[src/rtl/ir_pulse_capture.sv]
module ir_pulse_capture #(
  parameter logic [7:0]  BASE       = 8'h40,
  parameter int          DEPTH      = 8,
  parameter logic [15:0] DIV_RST    = 16'd5,
  parameter logic [15:0] MAXSYM_RST = 16'h5000
) (
  input  logic        clk,
  input  logic        rst_n,
  input  logic        rx_pin,
  input  logic        bus_wr,
  input  logic        bus_rd,
  input  logic [7:0]  bus_addr,
  input  logic [15:0] bus_wdata,
  output logic [15:0] bus_rdata,
  output logic        irq
);
  localparam int AW = $clog2(DEPTH);
  localparam logic [AW:0] FULL = (AW+1)'(DEPTH);
  localparam logic [7:0] A_MARK = BASE,          A_SYM   = BASE + 8'h04;
  localparam logic [7:0] A_IEN  = BASE + 8'h08,  A_IST   = BASE + 8'h0C;
  localparam logic [7:0] A_EN   = BASE + 8'h10,  A_MAX   = BASE + 8'h14;
  localparam logic [7:0] A_ICLR = BASE + 8'h18,  A_NOISE = BASE + 8'h1C;
  localparam logic [7:0] A_POL  = BASE + 8'h28,  A_STAT  = BASE + 8'h2C;
  localparam logic [7:0] A_DIV  = 8'h64;

  function automatic logic [15:0] sat_inc(input logic [15:0] v);
    return (v == 16'hFFFF) ? v : v + 16'd1;
  endfunction

  logic [15:0] div_q, max_q, noise_q, div_cnt, nf_cnt, mark_q, sym_q;
  logic        pol_q, en_q, filt_q, filt_d, busy_q;
  logic [3:0]  ien_q, ist_q;
  logic [1:0]  sync_q;
  logic [31:0] mem_q [DEPTH];
  logic [AW-1:0] wp_q, rp_q;
  logic [AW:0] cnt_q;

  logic w_iclr;
  assign w_iclr = bus_wr && bus_addr == A_ICLR;

  always_ff @(posedge clk or negedge rst_n)
    if (!rst_n) begin
      div_q <= DIV_RST; max_q <= MAXSYM_RST; noise_q <= '0;
      pol_q <= 1'b0; en_q <= 1'b0; ien_q <= '0;
    end else if (bus_wr) begin
      if (bus_addr == A_DIV)   div_q   <= bus_wdata;
      if (bus_addr == A_MAX)   max_q   <= bus_wdata;
      if (bus_addr == A_NOISE) noise_q <= bus_wdata;
      if (bus_addr == A_POL)   pol_q   <= bus_wdata[0];
      if (bus_addr == A_EN)    en_q    <= bus_wdata[0];
      if (bus_addr == A_IEN)   ien_q   <= bus_wdata[3:0];
    end

  logic [16:0] div_nxt;
  logic        tick, raw_act, rise, timeout, push, acc, pop;
  assign div_nxt = {1'b0, div_cnt} + 17'd1;
  assign tick    = div_nxt >= {1'b0, div_q};
  assign raw_act = sync_q[1] ^ pol_q;

  always_ff @(posedge clk or negedge rst_n)
    if (!rst_n) begin
      div_cnt <= '0; sync_q <= '0; filt_q <= 1'b0; filt_d <= 1'b0; nf_cnt <= '0;
    end else begin
      div_cnt <= tick ? 16'd0 : div_nxt[15:0];
      sync_q  <= {sync_q[0], rx_pin};
      if (tick) begin
        filt_d <= filt_q;
        if (raw_act == filt_q) nf_cnt <= '0;
        else if (nf_cnt >= noise_q) begin
          filt_q <= raw_act;
          nf_cnt <= '0;
        end else nf_cnt <= nf_cnt + 16'd1;
      end
    end

  assign rise    = tick && filt_q && !filt_d;
  assign timeout = tick && busy_q && !rise && sym_q >= max_q;
  assign push    = en_q && busy_q && (rise || timeout);
  assign acc     = push && cnt_q != FULL;
  assign pop     = bus_rd && bus_addr == A_MARK && cnt_q != '0;

  always_ff @(posedge clk or negedge rst_n)
    if (!rst_n) begin
      busy_q <= 1'b0; mark_q <= '0; sym_q <= '0;
    end else if (!en_q) busy_q <= 1'b0;
    else if (tick) begin
      if (rise) begin
        busy_q <= 1'b1; mark_q <= 16'd1; sym_q <= 16'd1;
      end else if (timeout) busy_q <= 1'b0;
      else if (busy_q) begin
        sym_q <= sat_inc(sym_q);
        if (filt_q) mark_q <= sat_inc(mark_q);
      end
    end

  always_ff @(posedge clk)
    if (acc) mem_q[wp_q] <= {mark_q, timeout ? 16'hFFFF : sym_q};

  logic [3:0] ist_set;
  assign ist_set = {acc && cnt_q == FULL - 1'b1, push && !acc, push && timeout, acc};

  always_ff @(posedge clk or negedge rst_n)
    if (!rst_n) begin
      wp_q <= '0; rp_q <= '0; cnt_q <= '0; ist_q <= '0;
    end else begin
      if (acc) wp_q <= wp_q + 1'b1;
      if (pop) rp_q <= rp_q + 1'b1;
      cnt_q <= cnt_q + {{AW{1'b0}}, acc} - {{AW{1'b0}}, pop};
      ist_q <= (ist_q & ~(w_iclr ? bus_wdata[3:0] : 4'h0)) | ist_set;
    end

  assign irq = |(ist_q & ien_q);

  logic [31:0] head;
  assign head = mem_q[rp_q];

  always_comb begin
    bus_rdata = '0;
    case (bus_addr)
      A_MARK:  if (cnt_q != '0) bus_rdata = head[31:16];
      A_SYM:   if (cnt_q != '0) bus_rdata = head[15:0];
      A_IEN:   bus_rdata = {12'b0, ien_q};
      A_IST:   bus_rdata = {12'b0, ist_q};
      A_EN:    bus_rdata = {15'b0, en_q};
      A_MAX:   bus_rdata = max_q;
      A_NOISE: bus_rdata = noise_q;
      A_POL:   bus_rdata = {15'b0, pol_q};
      A_STAT:  bus_rdata = {8'(cnt_q), 5'b0, ist_q[2], 2'b0};
      A_DIV:   bus_rdata = div_q;
      default: bus_rdata = '0;
    endcase
  end


  fifo_bound_chk: assert property (@(posedge clk) disable iff (!rst_n) cnt_q <= FULL);

  overrun_hold_chk: assert property (@(posedge clk) disable iff (!rst_n)
    ist_q[2] && !(w_iclr && bus_wdata[2]) |=> ist_q[2]);

  idle_when_off_chk: assert property (@(posedge clk) disable iff (!rst_n) !en_q |=> !busy_q);

  cnt_step_chk: assert property (@(posedge clk) disable iff (!rst_n)
    cnt_q == $past(cnt_q) || cnt_q == $past(cnt_q) + 1 || cnt_q + 1 == $past(cnt_q));

  last_flag_chk: assert property (@(posedge clk) disable iff (!rst_n) push && timeout |=> ist_q[1]);
endmodule

[config.mk]
export PLATFORM = sky130hd
export DESIGN_NAME = ir_pulse_capture
export DESIGN_NICKNAME = d
export VERILOG_FILES = /design/src/rtl/ir_pulse_capture.sv
export SDC_FILE = /design/constraint.sdc
export NUM_CORES = 1
export LEC_CHECK = 0
export ABC_AREA = 1
export CORE_AREA = 2 2 266 294
export CTS_CLUSTER_DIAMETER = 50
export DETAILED_ROUTE_END_ITERATION = 10
export DIE_AREA = 0 0 268 296
export PLACE_DENSITY = 0.47
export SYNTH_ARGS = -nofsm -noshare
export SYNTH_HDL_FRONTEND = slang
export SYNTH_SLANG_ARGS = --single-unit
[constraint.sdc]
create_clock -name clk -period 6.4 [get_ports clk]
set_input_delay 0.64 -clock clk [delete_from_list [all_inputs] [get_ports clk]]
set_output_delay 0.64 -clock clk [all_outputs]
set_load 0.02 [all_outputs]
# ---- After elaboration in Yosys (flattened, before gate mapping)
# Memories as Yosys holds them, arrays and structs flattened.
# Cells that the tools add are included.
dict set report op_classes {
  addsub 8
  mul 0
  n_div 0
  order_cmp 3
  eq_ne 21
  n_shift 0
  muxes 23
  bitwise_logic 6
  n_reduce_logical 32
}
# cell n
set ops {}
lappend ops {{$mux W16} 15}
lappend ops {{$pmux W16 S10} 1}
lappend ops {{$eq A8 B7 Y1 const B} 11}
lappend ops {{$add A16 B1 Y16 const B} 3}
lappend ops {{$eq A16 B16 Y1 const B} 2}
lappend ops {{$ge A16 B16 Y1} 2}
lappend ops {{$add A16 B1 Y17 const B} 1}
lappend ops {{$ge A17 B16 Y1} 1}
lappend ops {{$logic_and A1 B1 Y1} 14}
lappend ops {{$reduce_and A2 Y1} 7}
lappend ops {{$and A4 B4 Y4} 2}
lappend ops {{$add A3 B1 Y3 const B} 2}
lappend ops {{$mux W1} 6}
lappend ops {{$ne A2 B2 Y1 const B} 3}
lappend ops {{$reduce_and A6 Y1} 1}
lappend ops {{$reduce_and A5 Y1} 1}
lappend ops {{$add A4 B1 Y4} 1}
lappend ops {{$eq A4 B3 Y1 const B} 1}
lappend ops {{$mux W4} 1}
lappend ops {{$ne A4 B4 Y1 const B} 1}
lappend ops {{$not A4 Y4} 1}
lappend ops {{$or A4 B4 Y4} 1}
lappend ops {{$reduce_bool A2 Y1} 2}
lappend ops {{$reduce_bool A4 Y1} 1}
lappend ops {{other kinds (10)} 12}
dict set report word_totals {
  register_bits 137
  latch_bits 0
  ramBits 256
  mem_bits_ro 0
  input_bits 29
  output_inout_bits 17
  memories 1
}
# name words width read_ports rd_ports_with_merged_regs wr line_no
set mem_list {}
lappend mem_list {mem_q 8 32 1 0 1 34} ;# logic [31:0] mem_q [DEPTH];

# ---- Longest topological paths before layout
# Gate-level depths: netlist (run 1).
dict set report depth {
  word_depth 13
  depth_mapped 28
}

# ---- Worst setup path after synthesis (run 1)
# No wires, ideal clock.
dict set report synth_timing {
  kind {reg2reg}
  startpoint {register div_cnt[0]}
  endpoint {memory mem_q[0][0], enable pin}
  arrival_time_ns 4.263
  path_slack_ns 1.716
  path_stages_with_launch 23
  n_path_buf 0
  synth_period_minus_slack_ns 4.684
  path_cell_list {dfrtp_1 > ha_1 > nand2_1 > nor2_1 > inv_1 > nor2_1 > inv_1 > nor2_1 > nand4_1 > nor3_1 > xnor2_1 > inv_1 > ha_1 > nand2_1 > nor2_1 > nand2_1 > nor2_1 > nand2_1 > nand2_4 > nand2_1 > o21ai_2 > nand3_2 > nor2_1}
}
dict set report synth_between {
  elab_chain_len 12
  word_cells_on_any_way 13
}
# element line_no
set synth_lines {}
lappend synth_lines {{start: declaration} 30} ;# logic [15:0] div_q, max_q, noise_q, div_cnt, nf_cnt, mark_q, sym_q;
lappend synth_lines {{start signal: assignment} 64} ;# div_cnt <= tick ? 16'd0 : div_nxt[15:0];
lappend synth_lines {{$add A16 B1 Y17 (*)} 56} ;# assign div_nxt = {1'b0, div_cnt} + 17'd1;
lappend synth_lines {{$ge A17 B16 Y1 (*)} 57} ;# assign tick = div_nxt >= {1'b0, div_q};
lappend synth_lines {{$logic_and A1 B1 Y1 (2 in a row)} 76} ;# assign rise = tick && filt_q && !filt_d;
lappend synth_lines {{$logic_not A1 Y1} 77} ;# assign timeout = tick && busy_q && !rise && sym_q >= max_q;
lappend synth_lines {{$logic_and A1 B1 Y1 (2 in a row)} 77}
lappend synth_lines {{$logic_or A1 B1 Y1 (*)} 78} ;# assign push = en_q && busy_q && (rise || timeout);
lappend synth_lines {{$logic_and A1 B1 Y1 (*)} 78}
lappend synth_lines {{$logic_and A1 B1 Y1 (*)} 79} ;# assign acc = push && cnt_q != FULL;
lappend synth_lines {{$mux W1 (*) (2 in a row)} 97} ;# if (acc) mem_q[wp_q] <= {mark_q, timeout ? 16'hFFFF : sym_q};
lappend synth_lines {{end: declaration} 34}
# Every way passes the cells marked *; elsewhere a longest branch is shown, timed or not.

# ---- Worst setup path in the final report (run 1)
dict set report layout_timing {
  startpoint {register rp_q[0]}
  endpoint {output bus_rdata[12]}
}
dict set report layout_between {
  elab_chain_len 3
  word_cells_on_any_way 4
}
# element line_no
set layout_lines {}
lappend layout_lines {{start: declaration} 35} ;# logic [AW-1:0] wp_q, rp_q;
lappend layout_lines {{start signal: assignment} 107} ;# if (pop) rp_q <= rp_q + 1'b1;
lappend layout_lines {{$mem_v2 Z8 W32 (*)} --}
lappend layout_lines {{$mux W16 (on tied branches)} {121, 120}}
lappend layout_lines {{$pmux W16 S10 (*)} 119} ;# case (bus_addr)
lappend layout_lines {{end: declaration} 14} ;# output logic [15:0] bus_rdata,
# Marked as above.

==> flow_metrics.env, run 1 <==
export IMPL_vias=13820
export IMPL_hold_viol_final=0
export IMPL_seqPwrFrac_pct=45.0
export IMPL_firstDrtPassIters=5
export IMPL_start_kind="flip-flop"
export IMPL_finalSetupViolCount=0
export IMPL_cp_end_kind="output pin"
export IMPL_detail_route_antenna_nets=0
export IMPL_ctsResizeCount=0
export IMPL_wl_um=53680
export IMPL_syn_cell_area_um2=18880
export IMPL_drive_above_1_share_pct=6.653
export IMPL_ys_types=50
export IMPL_die_area_um2=79330
export IMPL_cts_tree="done"
export IMPL_power_frac_clock_pct=44.4
export IMPL_finClkSkew_ns=0.05837
export IMPL_multi_input_area_um2=6624
export IMPL_p_leak_nw=8.839
export IMPL_swShare_pct=27.11
export IMPL_die_w_um=268
export IMPL_synth_area_leaders="edfxtp_1 (41%), dfrtp_1 (18%), nand2_1 (7.0%)"
export IMPL_yosys_most_used_dff="edfxtp_1"
export IMPL_antenna_found_initial=0
export IMPL_grt_overflow_total=0
export IMPL_insertion_delay_ns=0.62
export IMPL_cts_buffers=51
export IMPL_ir_drop_mv=0.2248
export IMPL_grtUsageTotal_pct=13.82
export IMPL_crit_arrival_ns=4.51
export IMPL_critPathRequiredTime_ns=5.76
export IMPL_ctsHtreeMaxLevel=2
export IMPL_syn_inst=1918
export IMPL_core_area_um2=76710
export IMPL_fp_row_count=107
export IMPL_maxSlewViolCount=0
export IMPL_grt_pass1_wl_um=84060
export IMPL_postCtsHoldBufs=0
export IMPL_initial_core_util_pct=24.61
export IMPL_min_period_ns=5.146
export IMPL_final_nets=2048
export IMPL_place_congestion=0.8164
export IMPL_drc_errors=0
export IMPL_p_sw_mw=1.700
export IMPL_p_int_mw=4.571
export IMPL_synth_edff_count=256
export IMPL_synth_top_cell_area_share_pct=40.72
export IMPL_post_cts_buffers=0
export IMPL_maxCapViolations=0
export IMPL_postSynthAreaPerCell_um2=9.843
export IMPL_drt_wirelength_per_cell_um=17.69
export IMPL_yosysTopAreaCell="edfxtp_1"
export IMPL_ys_seq_area_share_pct=58.90
export IMPL_rsz0062_at_grt="false"
export IMPL_yosysMostFrequentCell="nand2_1"
export IMPL_io_pins=46
export IMPL_yosysWarnings=0
export IMPL_clk_pin_slew_worst_paths_ns=0.05
export IMPL_cts_sinks=393
export IMPL_critPathMaxFanout=61
export IMPL_holdWs_ns=0.1236
export IMPL_max_freq_mhz=194.3
export IMPL_grt_max_degree=85
export IMPL_via_per_inst=4.554
export IMPL_nFillCells=8017
export IMPL_seq_area_um2=11130
export IMPL_ys_ff_latch=393
export IMPL_grt_pass1_vias=14210
export IMPL_syn_nets=2009
export IMPL_setup_tns_final_ns=0
export IMPL_syn_to_final_growth_pct=17.43
export IMPL_die_h_um=296
export IMPL_synthArstFlopShare_pct=34.86
export IMPL_ys_top_cells_by_count="nand2_1 (350), nor2_1 (264), edfxtp_1 (256)"
export IMPL_clock_root_buffer="clkbuf_16"
export IMPL_post_route_period_util_pct=80.40
export IMPL_first_iter_violations=767
export IMPL_portBuffers=45
export IMPL_worstSetupPathType="flip-flop to output pin"
export IMPL_p_per_area_nw_per_um2=282.9
export IMPL_outcome="completed"
export IMPL_max_slew_worst_pin_slew_ns=0.9980
export IMPL_clockBufferDepth=3
export IMPL_slew_headroom_pct=33.30
export IMPL_dp_hpwl_um=34600
export IMPL_min_delay_path_class="primary input to async pin"
export IMPL_combPwrFrac_pct=10.5
registers in the layout (all words and copies together), names as in the netlist:
register  flops
div_q        16
pol_q         1
sym_q        16
ien_q         4
rp_q          3
filt_q        1
filt_d        1
wp_q          3
busy_q        1
sync_q        2
div_cnt      16
en_q          1
max_q        16
nf_cnt       16
cnt_q         4
mark_q       16
ist_q         4
mem_q       256
noise_q      16
power by group through the flow:
stage          clock network, mW  logic (mW)  registers [mW]
6_report                    2.79       0.660            2.82
2_1_floorplan                  0       0.486            2.84
4_1_cts                     2.86       0.672            2.82
3_5_place_dp                   0       0.668            2.87
3_3_place_gp                   0       0.654            2.87
5_1_grt                     2.97       0.756            2.83
worst paths after layout:
| check | startpoint | end | slack [ns] | cells after the start |
|---|---|---|---|---|
| max in group asynchronous | rst_n | filt_d$_DFFE_PN0P_ | 4.97 | 2 |
| worst min-delay path | rst_n | nf_cnt[9]$_DFFE_PN0P_ | 0.12 | 1 |
| min in group clk | sync_q[0]$_DFF_PN0_ | sync_q[1]$_DFF_PN0_ | 0.36 | 0 |
| worst min register to register | sync_q[0]$_DFF_PN0_ | sync_q[1]$_DFF_PN0_ | 0.36 | 0 |
| worst max-delay path | rp_q[0]$_DFFE_PN0P_ | bus_rdata[12] | 1.25 | 9 |
| worst max register to register | div_cnt[0]$_DFF_PN0_ | cnt_q[2]$_DFF_PN0_ | 1.35 | 26 |
area by class of cell:
cell class / instances / share of cell area [%]
antenna: 1 / 0.01129
clock buffer: 65 / 6.219
clock inverter: 30 / 1.270
inverter: 225 / 3.815
multi-input combinational: 1221 / 29.88
sequential: 393 / 50.19
tap: 1035 / 5.841
timing repair buffer: 65 / 2.771
logic make-up (layout without fill, tap and decap cells):
family	count (synthesis)	after routing	synth area share (%)
xor gates and xnor gates	49	49	2.273
DFF	393	393	58.90
adders and majority gates	62	62	4.149
AOI/OAI and AO/OA	324	324	10.14
other	0	1	0
buffers and inverters	304	385	6.329
muxes	22	22	1.166
and+or+nand+nor	764	764	17.04
metrics by stage:
step           area [um2]  std cells  power, mW  worst slack (ns)  utilization (%)
4_1_cts             22170       3034      6.359             1.173            28.90
5_1_grt             22170       3034      6.556            0.7569            28.90
6_report            22170       3035      6.271             1.254            28.90
3_5_place_dp        20510       2939      3.542             1.345            26.73
3_3_place_gp        20510       2939      3.527             1.431            26.73
2_1_floorplan       18880       1918      3.325             1.716                -
placed cells by master (no fill, tap or decap), drive strengths merged, types with 18 or more instances in the layout:
cell	n
nor3	18
clkdlybuf4s50	44
ha	61
nand3	54
nand4	55
mux2i	22
edfxtp	256
xor2	42
o32ai	36
dfrtp	133
o21ai	185
nor2	267
o22ai	36
inv	228
a21oi	35
buf	21
nand2	356
clkinv	23
clkbuf	65
worst max-delay path, stage by stage, from the launching register on:
cell,delay (ns)
dfrtp_4,0.90
clkinv_2,0.89
buf_12,0.48
nor2_1,0.12
o32ai_1,0.09
o21ai_0,0.25
o22ai_1,0.23
nand2_1,0.11
nand2_1,0.15
clkdlybuf4s50_1,0.58
layer usage:
layer / track usage, % / share of wire (%) / vias up / wire (um)
met2: 23.66 / 48 / 242 / 25890
met1: 18.27 / 46 / 6864 / 24690
li1: - / - / 6648 / -
met3: 1.902 / 3.8 / 66 / 2053
met5: 0 / 0 / - / 0
met4: 3.747 / 1.9 / 0 / 1044
Power figures use the tool's default switching activity.
==> run 2: changes to the inputs <==
Settings changed: PLACE_DENSITY 0.47 to 0.48.
Clock period 6.4 ns to 4.15 ns, I/O delays scaled along.
==> run 2 against run 1 <==
Net effect: clock skew fell by 0.030 ns; sequential share of layout area is 1.2 points lower; first-iteration DRC count up 24%; critical path type is now primary input to output pin; critical endpoint is now bus_rdata[10].
==> flow_metrics.env, run 2 (synthesis gave the netlist of run 1 again) <==
export IMPL_outcome="completed"
export IMPL_post_route_period_util_pct=95.85
export IMPL_max_slew_worst_pin_slew_ns=1.023
export IMPL_cts_sinks=393
export IMPL_grt_max_degree=86
export IMPL_start_kind="primary input"
export IMPL_final_nets=2084
export IMPL_grt_overflow_total=0
export IMPL_grt_pass1_wl_um=82550
export IMPL_via_per_inst=4.521
export IMPL_cpLargestDelayFamily="buffers and inverters"
export IMPL_cts_tree="done"
export IMPL_syn_to_final_growth_pct=20.31
export IMPL_clock_root_buffer="clkbuf_16"
export IMPL_regMostFlops="mem_q"
export IMPL_worstSetupPathType="primary input to output pin"
export IMPL_endpoint="bus_rdata[10]"
export IMPL_portBuffers=45
export IMPL_grtUsageTotal_pct=13.59
export IMPL_die_area_um2=79330
export IMPL_clk_pin_slew_worst_paths_ns=0.06
export IMPL_cts_buffers=45
export IMPL_min_from="rx_pin"
export IMPL_final_core_util_pct=29.61
export IMPL_io_pins=46
export IMPL_antenna_cells=0
export IMPL_wl_um=53970
export IMPL_maxSlewViolCount=0
export IMPL_clockBufferDepth=3
export IMPL_cp_end_kind="output pin"
export IMPL_rsz0062_at_grt="true"
export IMPL_power_total_mw=9.661
export IMPL_critPathBufInv=5
export IMPL_dp_hpwl_um=35700
export IMPL_finalSetupViolCount=0
export IMPL_critPathMaxFanout=16
export IMPL_path_cells="clkdlybuf4s50_1 > nor2_1 > nand2_1 > nor2_1 > inv_1 > nor2_1 > buf_12 > o21ai_0 > o22ai_1 > buf_4 > nand2_1 > o211ai_1 > clkdlybuf4s50_1"
export IMPL_met1_usage_pct=16.97
export IMPL_first_iter_violations=954
export IMPL_critPathRequiredTime_ns=3.73
export IMPL_slew_headroom_pct=31.64
export IMPL_startpoint="bus_addr[1]"
export IMPL_initial_core_util_pct=24.61
export IMPL_critPathSlowestCell="clkdlybuf4s50_1"
export IMPL_mostFrequentLayoutCell="nand2_1"
export IMPL_globalRouteMet2Util_pct=24.59
export IMPL_antenna_found_initial=1
export IMPL_drc_errors=0
export IMPL_die_w_um=268
export IMPL_final_cell_mix="nand2_1 (345), edfxtp_1 (256), nor2_1 (249)"
export IMPL_place_congestion=0.8631
export IMPL_ctsHtreeMaxLevel=2
export IMPL_path_common_cell="nor2_1"
export IMPL_fp_row_count=107
export IMPL_p_leak_nw=8.978
export IMPL_maxCapViolations=0
export IMPL_hold_viol_final=0
export IMPL_ir_drop_mv=0.2348
export IMPL_cp_slowest_stage_delay_ns=0.67
export IMPL_drive_above_1_share_pct=9.409
export IMPL_detail_route_antenna_nets=0
export IMPL_firstDrtPassIters=5
export IMPL_worstReg2RegStart="div_cnt[1]$_DFF_PN0_"
export IMPL_largest_reg_flops=256
export IMPL_vias=13860
export IMPL_min_delay_path_class="primary input to flip-flop"
export IMPL_min_period_ns=3.978
export IMPL_core_area_um2=76710
export IMPL_insertion_delay_ns=0.59
export IMPL_p_per_area_nw_per_um2=425.3
export IMPL_finClkSkew_ns=0.02802
export IMPL_crit_cells=13
export IMPL_r2r_cells=26
export IMPL_drt_wirelength_per_cell_um=17.61
export IMPL_reg2reg_to="cnt_q[2]$_DFF_PN0_"
export IMPL_die_h_um=296
export IMPL_grt_use_met3_pct=1.794
export IMPL_crit_arrival_ns=3.56
export IMPL_max_freq_mhz=251.4
export IMPL_grt_pass1_vias=13840
export IMPL_regToRegSetupSlack_ns=0.17
export IMPL_busiest_layer="met2"
==> run 2: cell types whose count changed in the layout (fill, tap and decap cells not counted), moves of 5 or more <==
cell and change:
nand2_1 -5, nor2_1 -7, nor2_2 +5, buf_4 +24, clkbuf_16 -5, buf_12 +14, clkbuf_1 -5
==> run 2: report_power, final <==
group          leakage [nW]  switching [mW]  internal, mW
Combinational          4.14           0.780         0.359
Sequential             4.09          0.0934          4.25
Clock                 0.754            1.69          2.49
==> run 2: final cells by class <==
class / instances / area (um2)
Sequential cell: 393 / 11130
Inverter: 225 / 845.8
Timing Repair Buffer: 107 / 1139
Clock buffer: 53 / 1207
Multi-Input combinational cell: 1221 / 6738
Fill cell: 7964 / 54000
Tap cell: 1035 / 1295
Clock inverter: 31 / 361.6
==> run 2: how the worst min path moves through the flow <==
stage                                endpoint  slack, ns  depth (start not counted)
final                     sync_q[0]$_DFF_PN0_       0.29                          1
after global routing      sync_q[0]$_DFF_PN0_       0.27                          1
after CTS                 sync_q[0]$_DFF_PN0_       0.27                          1
after detailed placement  sync_q[1]$_DFF_PN0_       0.34                          0
after global placement    sync_q[1]$_DFF_PN0_       0.34                          0
after floorplan            busy_q$_DFFE_PN0P_       0.12                          0
==> run 2: metrics by stage <==
stage          setup WS, ns  cell area [um2]  std cells  hold WS (ns)  TNS (ns)
6_report             0.1722            22710       3065        0.2900         0
5_1_grt            -0.07926            22710       3065        0.2731   -0.7050
4_1_cts            0.008516            22530       3059        0.2749         0
3_5_place_dp        0.01305            20950       2974        0.3372         0
3_3_place_gp         0.1138            20950       2974        0.3403         0
2_1_floorplan      -0.05330            18900       1918        0.1194    -13.17
==> run 2: what timing repair did <==
item | 4_1_cts | 5_1_grt
setup endpoints to repair | 1 | 431
pin swaps | 0 | 17
hold buffers | 1 | 0
endpoints found under the hold margin | 79 | 0
cloned | 0 | 0
gates resized for setup | 1 | 27
setup buffers | 0 | 6
==> run 2: per-layer routing <==
layer / wire length (um) / vias up
met1: 23210 / 6805
li1: - / 6715
met2: 27540 / 264
met4: 1161 / 2
met3: 2035 / 71
met5: 14 / -
